## config.mk

```make
export PLATFORM = sky130hd
export DESIGN_NAME = async_frame_tx
export DESIGN_NICKNAME = d
export VERILOG_FILES = /design/src/rtl/atx_pkg.sv /design/src/rtl/atx_fifo.sv /design/src/rtl/atx_seq.sv /design/src/rtl/async_frame_tx.sv
export SDC_FILE = /design/constraint.sdc
export NUM_CORES = 1
export LEC_CHECK = 0
export BUFFER_PORTS_ARGS = -buffer_cell sky130_fd_sc_hd__buf_2
export CORE_MARGIN = 4
export CORE_UTILIZATION = 34
export DETAILED_ROUTE_END_ITERATION = 8
export MAX_ROUTING_LAYER = met4
export PLACE_DENSITY = 0.52
export SLEW_MARGIN = 20
export SYNTH_ARGS = -nofsm -noshare
export SYNTH_HDL_FRONTEND = slang
export SYNTH_HIERARCHICAL = 1
export SYNTH_SLANG_ARGS = --single-unit
```

## constraint.sdc

```tcl
create_clock -name clk -period 10.04 [get_ports clk]
set_input_delay 1.506 -clock clk [delete_from_list [all_inputs] [get_ports clk]]
set_output_delay 1.506 -clock clk [all_outputs]
set_load 0.05 [all_outputs]
```

## src/rtl/atx_pkg.sv

```systemverilog
package atx_pkg;

  localparam int unsigned CHAR_W = 8;
  localparam logic [5:0] BIT_TICKS = 6'd16;

  typedef enum logic [2:0] {
    ST_IDLE, ST_START, ST_DATA, ST_PAR, ST_STOP
  } tx_state_e;

  typedef struct packed {
    logic [1:0] len;
    logic       par_en;
    logic       par_odd;
    logic [1:0] stop;
  } frame_cfg_t;

  // Number of data bits for a length code.
  function automatic logic [3:0] char_bits(input logic [1:0] code);
    return 4'd5 + {2'b00, code};
  endfunction

  // Stop period in ticks for a stop code.
  function automatic logic [5:0] stop_ticks(input logic [1:0] code);
    case (code)
      2'd0:    return BIT_TICKS;
      2'd1:    return BIT_TICKS + (BIT_TICKS >> 1);
      default: return BIT_TICKS << 1;
    endcase
  endfunction

  // Parity over the configured low-order bits.
  function automatic logic par_bit(input logic [CHAR_W-1:0] d,
                                   input logic [1:0] code,
                                   input logic odd);
    logic [CHAR_W-1:0] mask;
    mask = 8'hFF >> (2'd3 - code);
    return (^(d & mask)) ^ odd;
  endfunction

endpackage

```

## src/rtl/atx_fifo.sv

```systemverilog
module atx_fifo #(
  parameter int unsigned WIDTH = 8,
  parameter int unsigned DEPTH = 16
) (
  input  logic                             clk,
  input  logic                             rst_n,
  input  logic                             push,
  input  logic [WIDTH-1:0]                 push_data,
  input  logic                             pop,
  output logic [WIDTH-1:0]                 pop_data,
  output logic [$clog2(DEPTH+1)-1:0]       level,
  output logic                             full,
  output logic                             empty
);
  localparam int unsigned AW = $clog2(DEPTH);
  localparam int unsigned CW = $clog2(DEPTH+1);

  logic [WIDTH-1:0] mem [DEPTH];
  logic [AW-1:0]    wp, rp;

  function automatic logic [AW-1:0] wrap_inc(input logic [AW-1:0] p);
    return (p == AW'(DEPTH-1)) ? '0 : p + 1'b1;
  endfunction

  always_ff @(posedge clk) begin
    if (push) mem[wp] <= push_data;
  end

  always_ff @(posedge clk or negedge rst_n) begin
    if (!rst_n) begin
      wp    <= '0;
      rp    <= '0;
      level <= '0;
    end else begin
      if (push) wp <= wrap_inc(wp);
      if (pop)  rp <= wrap_inc(rp);
      if (push && !pop)      level <= level + 1'b1;
      else if (pop && !push) level <= level - 1'b1;
    end
  end

  assign pop_data = mem[rp];
  assign full     = (level == CW'(DEPTH));
  assign empty    = (level == '0);
endmodule

```

## src/rtl/atx_seq.sv

```systemverilog
module atx_seq
  import atx_pkg::*;
(
  input  logic              clk,
  input  logic              rst_n,
  input  logic              tick,
  input  logic              avail,
  input  logic [CHAR_W-1:0] char_in,
  input  frame_cfg_t        cfg,
  output logic              take,
  output logic              frame_end,
  output tx_state_e         state,
  output logic              txd
);
  logic [5:0]        ph;
  logic [2:0]        idx;
  logic [CHAR_W-1:0] shreg;
  logic              par_q;
  frame_cfg_t        fcfg;
  logic [5:0]        slot_len;
  logic              slot_last;
  logic              last_data;

  assign slot_len  = (state == ST_STOP) ? stop_ticks(fcfg.stop) : BIT_TICKS;
  assign slot_last = tick && (ph == slot_len - 6'd1);
  assign last_data = ({1'b0, idx} == char_bits(fcfg.len) - 4'd1);
  assign frame_end = (state == ST_STOP) && slot_last;
  assign take      = tick && avail && ((state == ST_IDLE) || frame_end);

  always_ff @(posedge clk or negedge rst_n) begin
    if (!rst_n) begin
      state <= ST_IDLE;
      ph    <= '0;
      idx   <= '0;
      shreg <= '0;
      par_q <= 1'b0;
      fcfg  <= '0;
    end else if (take) begin
      state <= ST_START;
      ph    <= '0;
      idx   <= '0;
      shreg <= char_in;
      fcfg  <= cfg;
      par_q <= par_bit(char_in, cfg.len, cfg.par_odd);
    end else if (tick && state != ST_IDLE) begin
      if (slot_last) begin
        ph <= '0;
        case (state)
          ST_START: state <= ST_DATA;
          ST_DATA: begin
            if (last_data) state <= fcfg.par_en ? ST_PAR : ST_STOP;
            else begin
              idx   <= idx + 3'd1;
              shreg <= shreg >> 1;
            end
          end
          ST_PAR:  state <= ST_STOP;
          default: state <= ST_IDLE;
        endcase
      end else begin
        ph <= ph + 6'd1;
      end
    end
  end

  always_comb begin
    case (state)
      ST_START: txd = 1'b0;
      ST_DATA:  txd = shreg[0];
      ST_PAR:   txd = par_q;
      default:  txd = 1'b1;
    endcase
  end
endmodule

```

## src/rtl/async_frame_tx.sv

```systemverilog
module async_frame_tx
  import atx_pkg::*;
#(
  parameter int unsigned DEPTH = 16
) (
  input  logic                         clk,
  input  logic                         rst_n,
  input  logic                         baud_tick,
  input  logic [7:0]                   wr_data,
  input  logic                         wr_valid,
  output logic                         wr_ready,
  input  logic [1:0]                   cfg_len,
  input  logic                         cfg_parity_en,
  input  logic                         cfg_parity_odd,
  input  logic [1:0]                   cfg_stop,
  output logic                         txd,
  output logic [$clog2(DEPTH+1)-1:0]   fill_level,
  output logic                         tx_idle
);
  logic              push_w, take_w, frame_end_w, full_w, empty_w;
  logic [CHAR_W-1:0] head_w;
  tx_state_e         state_w;
  frame_cfg_t        cfg_w;

  assign cfg_w    = '{len: cfg_len, par_en: cfg_parity_en,
                      par_odd: cfg_parity_odd, stop: cfg_stop};
  assign wr_ready = !full_w;
  assign push_w   = wr_valid && !full_w;
  assign tx_idle  = (state_w == ST_IDLE) && empty_w;

  atx_fifo #(.WIDTH(CHAR_W), .DEPTH(DEPTH)) u_fifo (
    .clk(clk), .rst_n(rst_n),
    .push(push_w), .push_data(wr_data),
    .pop(take_w), .pop_data(head_w),
    .level(fill_level), .full(full_w), .empty(empty_w)
  );

  atx_seq u_seq (
    .clk(clk), .rst_n(rst_n), .tick(baud_tick),
    .avail(!empty_w), .char_in(head_w), .cfg(cfg_w),
    .take(take_w), .frame_end(frame_end_w), .state(state_w), .txd(txd)
  );
endmodule

```

==> impl_metrics.csv <==
group,metric,value,unit
logic_synthesis,syn-num-nets,533,
clock_tree,post_cts_buffers,0,
sta,rsz0062_at_grt,"no",
clock_tree,clock_path_buffers,2,
clock_tree,clkTransAtPathRegs,0.07,ns
power,pwr-share-comb,0.345,
layout,syn_to_final_growth,12.81,%
layout,fillers,1977,
layout,fin_nets,554,
critical_path,critPathArrivalTime,4.85,ns
critical_path,max_stage_delay,0.77,ns
route,vias,4227,
power,peakVddDrop,0.0001408,V
clock_tree,cts_tree,"done",
critical_path,crit_slowest_cell,"dfrtp_1",
clock_tree,clk_latency,0.43,ns
route,wl,15650,µm
power,p_leak,2.940,nW
global_routing,grt_usage,0.1390,
layout,fin_util,0.3926,
min_path,worstHoldPathType,"flip-flop to flip-flop",
layout,register_area,4821,µm²
critical_path,required,10.33,ns
die,io_pins,26,
sta,clock_skew,0.01460,ns
route,via_per_inst,5.212,
layout,multi_input_area,2374,µm²
die,start_util,0.3480,
global_routing,grt_pass1_wl,24890,µm
critical_path,cp-start-kind,"flip-flop",
run_status,status,"completed",
global_routing,antenna_found_initial,0,
power,p_int,1.617,mW
sta,setup_violations,0,
layout,antenna_cells,0,
clock_tree,cts_htree_levels,4,
die,die_h,155.4,µm
logic_synthesis,synthesis.area,7385,µm²
layout,drive_above_1_share,0.1847,
sta,fmax,219.2,MHz
clock_tree,cts-resized-gates,0,
route,drc,0,
power,p_total,2.520,mW
logic_synthesis,synth_warnings,6,
route,drt_iter0_markers,339,
logic_synthesis,avgSynthCellArea,14.71,µm²
global_routing,grt_max_degree,40,
sta,period_share,0.4544,
sta,tightestPinTransition,0.9872,ns
clock_tree,clkSinkCount,167,
placement,dp_hpwl,10220,µm
critical_path,critPathCaptureType,"flip-flop",
job,cap_violations,0,
critical_path,crit_type,"flip-flop to flip-flop",
sta,layout_min_cycle_time,4.562,ns
die,core_area,21220,µm²
placement,globalplace.congestion,0.8064,
die,die_area,24140,µm²
critical_path,cp_max_fo,23,
critical_path,worstPathCellList,"or3b_1 > nor2_1 > ha_1 > xnor2_1 > nand3_1 > a211oi_2 > nor2_2 > inv_2 > inv_1 > ha_1 > inv_1 > fa_1 > a21o_1 > a2111oi_0 > o31ai_1",
global_routing,grt_pass1_vias,4332,
power,p_per_area,302.5,nW/µm²
placement,portBuffers,25,
sta,relSlewSlack,0.3388,
power,p_clk_frac,0.259,
global_routing,gr-total-overflow,0,
die,rows,53,
power,power_switching,0.9026,mW
route,firstDrtPassIters,4,
route,wl_per_cell,19.29,µm
clock_tree,ctsHoldBuffers,0,
sta,tns,0,ns
sta,drv_slew,0,
logic_synthesis,syn_inst,502,
power,pwr-share-seq,0.396,
clock_tree,root_buffer,"clkbuf_16",
sta,hold_viol,0,
clock_tree,cts_buffers,17,
power,sw_frac_of_total,0.3582,
die,fp.dieW,155.4,µm
route,drtAntennaViolNets,0,
-- layer usage --
layer,wire length [µm],track usage,up-vias
met5,0,-,-
met4,96,0.03126,0
met3,710,0.03032,8
met2,7682,0.2188,96
met1,7158,0.1863,2153
li1,-,-,1970
-- power by group through the flow --
| stage | clock network [mW] | logic, mW | registers [mW] |
|---|---|---|---|
| 5_1_grt | 0.703 | 0.955 | 1.02 |
| 2_1_floorplan | 0 | 0.716 | 0.963 |
| 6_report | 0.652 | 0.869 | 0.999 |
| 3_3_place_gp | 0 | 0.863 | 1.01 |
| 4_1_cts | 0.670 | 0.884 | 1.00 |
| 3_5_place_dp | 0 | 0.880 | 1.02 |
-- flip-flops by register name (all words and copies together) (netlist names) --
register,flops
u_seq/fcfg,5
u_seq/idx,3
u_fifo/wp,4
u_fifo/mem,128
u_seq/shreg,8
u_seq/state,3
u_seq/par_q,1
u_fifo/level,5
u_seq/ph,6
u_fifo/rp,4
-- cells in the final DEF, fill, tap and decap left out, types with 8 or more instances in the layout --
cell type    n
mux2_2       9
a31oi_1      9
buf_2       25
nand3_1     24
o21ai_1      8
edfxtp_1   128
a22oi_1     17
inv_1        9
xnor2_1     17
nand2_1     23
mux4_2      16
mux2i_1     42
clkbuf_16   17
o21ai_0     22
nor2_1      24
ha_1        12
dfrtp_1     38
-- worst paths after layout --
path,to,slack (ns),start,cells after the start
worst max-delay path,u_fifo/level[4]$_DFFE_PN0P_,5.48,u_seq/state[2]$_DFFE_PN0P_,15
worst min-delay path,u_seq/fcfg[0]$_DFFE_PN0P_,0.51,u_seq/fcfg[0]$_DFFE_PN0P_,1
worst max register to register,u_fifo/level[4]$_DFFE_PN0P_,5.48,u_seq/state[2]$_DFFE_PN0P_,15
worst min register to register,u_seq/fcfg[0]$_DFFE_PN0P_,0.51,u_seq/fcfg[0]$_DFFE_PN0P_,1
max in group asynchronous,u_fifo/rp[2]$_DFFE_PN0P_,8.23,rst_n,1
min in group asynchronous,u_fifo/level[3]$_DFFE_PN0P_,1.20,rst_n,1
-- metrics by stage --
stage | instance area (µm²) | worst slack, ns | std cells | hold slack [ns]
3_3_place_gp | 7739 | 5.451 | 779 | 0.5015
2_1_floorplan | 7385 | 6.168 | 502 | 0.4810
4_1_cts | 8330 | 5.504 | 811 | 0.5142
6_report | 8330 | 5.478 | 811 | 0.5092
5_1_grt | 8330 | 5.175 | 811 | 0.5280
3_5_place_dp | 7739 | 5.316 | 779 | 0.4993
-- final cells by class --
type / instances / area share
clock buffers: 18 / 0.05152
clock inverters: 14 / 0.01953
inverters: 10 / 0.004506
multi-input cells: 297 / 0.2849
flip-flops and latches: 167 / 0.5787
well taps: 275 / 0.04130
repair buffers: 30 / 0.01953
-- worst max-delay path: cells and delay by family (launching register included) --
family	cells	cell delay, ns
simple gates	4	1.29
fa+ha+maj	3	0.89
compound gates	4	0.82
flops	1	0.77
buf+inv	3	0.51
xor+xnor	1	0.16
(Power assumes the default switching activity.)
